### src/rtl/rfsh_pacer_pkg.sv
package rfsh_pacer_pkg;

   function automatic int unsigned div_up(input longint unsigned num,
                                          input longint unsigned den);
      return int'((num + den - 1) / den);
   endfunction

   function automatic int unsigned div_down(input longint unsigned num,
                                            input longint unsigned den);
      return int'(num / den);
   endfunction

   function automatic int unsigned at_least_one(input int unsigned v);
      return (v == 0) ? 1 : v;
   endfunction

   typedef enum logic [1:0] {
      DEBT_HOLD = 2'b00,
      DEBT_DEC  = 2'b01,
      DEBT_INC  = 2'b10,
      DEBT_BOTH = 2'b11
   } debt_op_e;

endpackage

### src/rtl/rfsh_slot_timer.sv
module rfsh_slot_timer #(
   parameter int unsigned SLOT = 1950,
   localparam int unsigned W   = (SLOT > 1) ? $clog2(SLOT) : 1
) (
   input  logic clk_i,
   input  logic rst_ni,
   input  logic tick_i,
   output logic due_o
);
   localparam logic [W-1:0] LAST = W'(SLOT - 1);

   logic [W-1:0] cnt_q;

   always_ff @(posedge clk_i) begin
      if (!rst_ni) begin
         cnt_q <= '0;
      end else if (tick_i) begin
         if (cnt_q == LAST) cnt_q <= '0;
         else               cnt_q <= cnt_q + 1'b1;
      end
   end

   assign due_o = tick_i && (cnt_q == LAST);
endmodule

### src/rtl/rfsh_debt_counter.sv
module rfsh_debt_counter
   import rfsh_pacer_pkg::*;
#(
   parameter int unsigned MAX_DEBT = 8,
   localparam int unsigned W       = $clog2(MAX_DEBT + 1)
) (
   input  logic         clk_i,
   input  logic         rst_ni,
   input  logic         due_i,
   input  logic         take_i,
   output logic [W-1:0] debt_o,
   output logic         owed_o
);
   localparam logic [W-1:0] CAP = W'(MAX_DEBT);

   logic [W-1:0] debt_q;
   debt_op_e     op;

   assign op = debt_op_e'({due_i, take_i});

   always_ff @(posedge clk_i) begin
      if (!rst_ni) begin
         debt_q <= '0;
      end else begin
         unique case (op)
            DEBT_INC:  if (debt_q != CAP) debt_q <= debt_q + 1'b1;
            DEBT_DEC:  debt_q <= debt_q - 1'b1;
            DEBT_BOTH: debt_q <= debt_q;
            default:   debt_q <= debt_q;
         endcase
      end
   end

   assign debt_o = debt_q;
   assign owed_o = (debt_q != '0);
endmodule

### src/rtl/rfsh_space_timer.sv
module rfsh_space_timer #(
   parameter int unsigned RFC = 18,
   localparam int unsigned W  = $clog2(RFC + 1)
) (
   input  logic         clk_i,
   input  logic         rst_ni,
   input  logic         tick_i,
   input  logic         load_i,
   output logic         open_o,
   output logic [W-1:0] left_o
);
   localparam logic [W-1:0] LOAD = W'(RFC);

   logic [W-1:0] left_q;

   always_ff @(posedge clk_i) begin
      if (!rst_ni) begin
         left_q <= '0;
      end else if (load_i) begin
         left_q <= LOAD;
      end else if (tick_i && (left_q != '0)) begin
         left_q <= left_q - 1'b1;
      end
   end

   assign open_o = (left_q == '0);
   assign left_o = left_q;
endmodule

### src/rtl/rfsh_gap_timer.sv
module rfsh_gap_timer #(
   parameter int unsigned LIMIT = 15600,
   parameter int unsigned ALARM = 15536,
   parameter bit          USE_ALARM = 1'b1,
   localparam int unsigned W    = $clog2(LIMIT + 1)
) (
   input  logic         clk_i,
   input  logic         rst_ni,
   input  logic         tick_i,
   input  logic         clear_i,
   output logic         hot_o,
   output logic [W-1:0] age_o
);
   localparam logic [W-1:0] TOP = W'(LIMIT);
   localparam logic [W-1:0] THR = W'(ALARM);

   logic [W-1:0] age_q;

   always_ff @(posedge clk_i) begin
      if (!rst_ni) begin
         age_q <= '0;
      end else if (clear_i) begin
         age_q <= '0;
      end else if (tick_i && (age_q != TOP)) begin
         age_q <= age_q + 1'b1;
      end
   end

   generate
      if (USE_ALARM) begin : g_alarm
         assign hot_o = (age_q >= THR);
      end else begin : g_no_alarm
         assign hot_o = 1'b0;
      end
   endgenerate

   assign age_o = age_q;
endmodule

### src/rtl/rfsh_pacer.sv
module rfsh_pacer
   import rfsh_pacer_pkg::*;
#(
   parameter int unsigned TICK_PS       = 4000,
   parameter int unsigned REFI_PS       = 7_800_000,
   parameter int unsigned RFC_PS        = 70_000,
   parameter int unsigned MAX_DEBT      = 8,
   parameter int unsigned URGENT_DEBT   = 7,
   parameter int unsigned GAP_SLOTS     = 8,
   parameter int unsigned GAP_MARGIN    = 64,
   parameter bit          GAP_ALARM_ON  = 1'b1
) (
   input  logic clk_i,
   input  logic rst_ni,
   input  logic tick_i,
   input  logic busy_i,
   input  logic ack_i,
   output logic req_o,
   output logic urgent_o
);
   localparam int unsigned SLOT     = div_down(REFI_PS, TICK_PS);
   localparam int unsigned RFC      = at_least_one(div_up(RFC_PS, TICK_PS));
   localparam int unsigned GAP_LIM  = GAP_SLOTS * SLOT;
   localparam int unsigned GAP_THR  = (GAP_MARGIN < GAP_LIM) ? GAP_LIM - GAP_MARGIN : 0;
   localparam int unsigned DW       = $clog2(MAX_DEBT + 1);
   localparam int unsigned SW       = $clog2(RFC + 1);
   localparam int unsigned GW       = $clog2(GAP_LIM + 1);
   localparam logic [DW-1:0] URG_LV = DW'(URGENT_DEBT);

   generate
      if (TICK_PS == 0) begin : g_bad_tick
         $error("rfsh_pacer: TICK_PS must be nonzero");
      end
      if (SLOT < 2) begin : g_bad_slot
         $error("rfsh_pacer: slot must span at least two strobes");
      end
      if (MAX_DEBT < 1 || URGENT_DEBT > MAX_DEBT || URGENT_DEBT < 1) begin : g_bad_debt
         $error("rfsh_pacer: need 1 <= URGENT_DEBT <= MAX_DEBT");
      end
      if (GAP_SLOTS < MAX_DEBT) begin : g_bad_gap
         $error("rfsh_pacer: GAP_SLOTS must cover the debt cap");
      end
      if (GAP_MARGIN >= GAP_LIM) begin : g_bad_margin
         $error("rfsh_pacer: GAP_MARGIN must be below the gap limit");
      end
   endgenerate

   logic          due;
   logic          take;
   logic          owed;
   logic          open;
   logic          hot;
   logic [DW-1:0] debt_q;
   logic [SW-1:0] space_q;
   logic [GW-1:0] age_q;

   assign take = ack_i && owed;

   rfsh_slot_timer #(.SLOT(SLOT)) u_slot (
      .clk_i  (clk_i),
      .rst_ni (rst_ni),
      .tick_i (tick_i),
      .due_o  (due)
   );

   rfsh_debt_counter #(.MAX_DEBT(MAX_DEBT)) u_debt (
      .clk_i  (clk_i),
      .rst_ni (rst_ni),
      .due_i  (due),
      .take_i (take),
      .debt_o (debt_q),
      .owed_o (owed)
   );

   rfsh_space_timer #(.RFC(RFC)) u_space (
      .clk_i  (clk_i),
      .rst_ni (rst_ni),
      .tick_i (tick_i),
      .load_i (take),
      .open_o (open),
      .left_o (space_q)
   );

   rfsh_gap_timer #(
      .LIMIT     (GAP_LIM),
      .ALARM     (GAP_THR),
      .USE_ALARM (GAP_ALARM_ON)
   ) u_gap (
      .clk_i   (clk_i),
      .rst_ni  (rst_ni),
      .tick_i  (tick_i),
      .clear_i (take),
      .hot_o   (hot),
      .age_o   (age_q)
   );

   assign req_o    = owed && open && !busy_i;
   assign urgent_o = owed && open && ((debt_q >= URG_LV) || hot);

endmodule

### config.mk
export PLATFORM = sky130hd
export DESIGN_NAME = rfsh_pacer
export DESIGN_NICKNAME = d
export VERILOG_FILES = /design/src/rtl/rfsh_pacer_pkg.sv /design/src/rtl/rfsh_slot_timer.sv /design/src/rtl/rfsh_debt_counter.sv /design/src/rtl/rfsh_space_timer.sv /design/src/rtl/rfsh_gap_timer.sv /design/src/rtl/rfsh_pacer.sv
export SDC_FILE = /design/constraint.sdc
export NUM_CORES = 1
export LEC_CHECK = 0
export ABC_AREA = 1
export CAP_MARGIN = 15
export CORE_ASPECT_RATIO = 0.7
export CORE_MARGIN = 2
export CORE_UTILIZATION = 50
export DETAILED_ROUTE_END_ITERATION = 7
export DONT_BUFFER_PORTS = 1
export GPL_TIMING_DRIVEN = 0
export HOLD_SLACK_MARGIN = 0.05
export SLEW_MARGIN = 20
export SYNTH_ARGS = -nofsm -noshare
export SYNTH_HDL_FRONTEND = slang
export SYNTH_SLANG_ARGS = --single-unit
### constraint.sdc
create_clock -name clk_i -period 4.7 [get_ports clk_i]
set_input_delay 1.175 -clock clk_i [delete_from_list [all_inputs] [get_ports clk_i]]
set_output_delay 1.175 -clock clk_i [all_outputs]
set_load 0.02 [all_outputs]
==> metrics.csv <==
stage,metric,value,unit
global_routing,overflow,0,
pwr,leakage,0.000831,uW
worst_setup_path,crit_buf_inv,0,
finish,final_cell_mix,"nand2_1, nor2_1, inv_1",
pwr,seqPwrFrac,0.474,
sta,max_freq,0.348,GHz
floorplan,num_rows,19,
cts,cts_buffers,5,
synth,syn_area,2000,um2
cts,clk_pin_slew_worst_paths,0.07,ns
synth,netlist_instances,291,
cts,cts.path.max_buffers,2,
floorplan,fp.dieH,56.9,um
worst_setup_path,endpoint_kind,output port,
global_routing,grt_max_degree,11,
pwr,p_sw_frac,0.303,
pwr,p_per_area,318,nW/um2
synth,seq_area_frac_synth,0.341,
worst_setup_path,critPathKind,reg -> out,
floorplan,die_w,79.5,um
synth,syn_area_per_cell,6.86,um2
sta,setup_viol_count_final,0,
floorplan,start_util,0.515,
routing,drcViolationCount,0,
status,status,completed,
worst_setup_path,cp-start-kind,register,
floorplan,pin_count,7,
run,drv_cap,0,
cts,clkSinkCount,34,
pwr,ir_drop,0.215,mV
synth,synth.distinct_cells,27,
placement,gp_congestion,0.881,
finish,area_growth,7.84,%
global_routing,grt_util_all_layers,0.198,
synth,synth_top_area_share,0.341,
worst_setup_path,critPathMaxStageDelay,0.47,ns
worst_setup_path,cp.arrival,1.70,ns
sta,fin_tns_setup,0,ns
routing,via_per_inst,4.83,
cts,hold_buffers,0,
synth,ys_warn_count,0,
sta,rsz0062_at_grt,false,
cts,cts_tree,done,
worst_setup_path,crit_family,simple AND/OR/NAND/NOR gates,
pwr,p_sw,207,uW
placement,dp_hpwl,3.05,mm
cts,h-tree-depth,2,
sta,post-route-min-period,2.88,ns
global_routing,grt_pass1_vias,1461,
pwr,pwr-share-comb,0.190,
routing,wl,3.98,mm
finish,drive_gt1_frac,0.114,
routing,postRouteAntennaNets,0,
sta,hold_slack,0.481,ns
routing,first_iter_violations,113,
sta,final-hold-violation-count,0,
pwr,intPower,477,uW
global_routing,antenna_found_initial,0,
sta,fin_skew,0.00732,ns
synth,synth_area_leader_cell,dfxtp_1,
routing,dr_total_vias,1694,
floorplan,core,3870,um2
finish,insertedDiodeCount,0,
sta,relSlewSlack,0.634,
synth,syn-num-nets,303,
finish,layout.nets,310,
synth,ys_seq_elements,34,
synth,synth_area_leaders,"dfxtp_1, nand2_1, nor2_1",
hold_path,hold_path_class,reg -> reg,
floorplan,die_area,4520,um2
global_routing,grt_pass1_wl,6.93,mm
worst_setup_path,cpMaxStageDelayCell,a41oi_1,
cts,post_cts_buffers,0,
sta,final.period_utilization,0.612,
finish,n_fill_cell,406,
cts,cts-root-buf,clkbuf_8,
routing,firstDrtPassIters,4,
routing,wl_per_cell,11.3,um
worst_setup_path,path_max_fanout,6,
finish,final_common_cell,nand2_1,
worst_setup_path,critPathRequiredTime,3.52,ns
cts,clock_latency,0.29,ns
placement,io_buffers,0,
cts,cts_resized,0,
worst_setup_path,crit_path_cell_trace,nand2_1 -> nor3_2 -> nand4_1 -> a41oi_1,
sta,maxSlewViolCount,0,
sta,tightest_slew,0.542,ns
pwr,p_clk_frac,0.336,
==> cell type report <==
| class | count | area, um2 | share of cell area |
|---|---|---|---|
| multi-input combinational | 214 | 1120 | 0.520 |
| clock buffer | 7 | 86.3 | 0.0401 |
| tap | 52 | 65.1 | 0.0302 |
| sequential | 34 | 681 | 0.316 |
| buffer | 4 | 48.8 | 0.0227 |
| clock inverter | 1 | 5.00 | 0.00233 |
| inverter | 39 | 146 | 0.0680 |
==> registers in the layout, summed over array words and instances (netlist names) <==
name            flops
u_space.left_o      5
u_gap.age_o        14
u_debt.debt_o       4
u_slot.cnt_q       11
==> Yosys cell counts, drive strengths merged <==
| cell type | count |
|---|---|
| nand2 | 76 |
| nor2 | 48 |
| inv | 39 |
| dfxtp | 34 |
| a21oi | 24 |
| nand3 | 17 |
| o21ai | 12 |
| xor2 | 8 |
| ha | 7 |
| nand4 | 6 |
| nor3 | 5 |
| buf | 4 |
| xnor2 | 4 |
| nor3b | 3 |
| a211oi | 2 |
| a31oi | 1 |
| a41oi | 1 |
==> worst reg2reg max path, cell delays in order, from the launching register on <==
cell,delay (ns)
dfxtp_1,0.38
ha_1,0.16
inv_1,0.04
nor2_1,0.21
nand3_2,0.17
nand2_2,0.14
xnor2_1,0.08
ha_1,0.20
nor2_1,0.10
nand3_1,0.08
nand2_1,0.08
nand3_1,0.06
nand2_1,0.06
nor2_1,0.03
==> worst paths after layout <==
path	start	endpoint	slack, ns	depth (start not counted)
hold reg to reg	u_space.left_o[3]	u_space.left_o[3]	0.48	2
setup / recovery	u_gap.age_o[10]	urgent_o	1.82	4
hold / removal	u_space.left_o[3]	u_space.left_o[3]	0.48	2
setup reg to reg	u_slot.cnt_q[0]	u_debt.debt_o[2]	2.83	13
==> kinds of logic after synthesis <==
logic type	Yosys count	synth area share
DFF	34	0.341
xor gates and xnor gates	12	0.0527
adders and majority gates	7	0.0439
and+or+nand+nor	155	0.342
AOI/OAI and AO/OA	40	0.122
buffers and inverters	43	0.0978
==> per-layer routing <==
layer  global-route usage  part of all wire  vias up
li1                     -                 -      937
met2                0.240              0.35       21
met3               0.0547             0.031        0
met1                0.331              0.62      736
met5                    0                 0        -
met4               0.0443                 0        0
==> power by group through the flow <==
stage | Clock, uW | Combinational (uW) | Sequential, uW
6_report | 230 | 130 | 324
5_1_grt | 247 | 153 | 326
4_1_cts | 234 | 129 | 324
3_5_place_dp | 0 | 128 | 330
3_3_place_gp | 0 | 128 | 330
2_1_floorplan | 0 | 106 | 327
==> stage by stage <==
stage	setup slack, ns	power [uW]	util	cells	area [um2]
floorplan	2.06	434	-	291	2000
global placement	2.05	458	0.532	343	2060
detailed placement	2.05	459	0.532	343	2060
CTS	1.80	687	0.555	351	2150
global route	1.70	726	0.555	351	2150
finish	1.82	684	0.555	351	2150
Power figures use the tool's default switching activity.
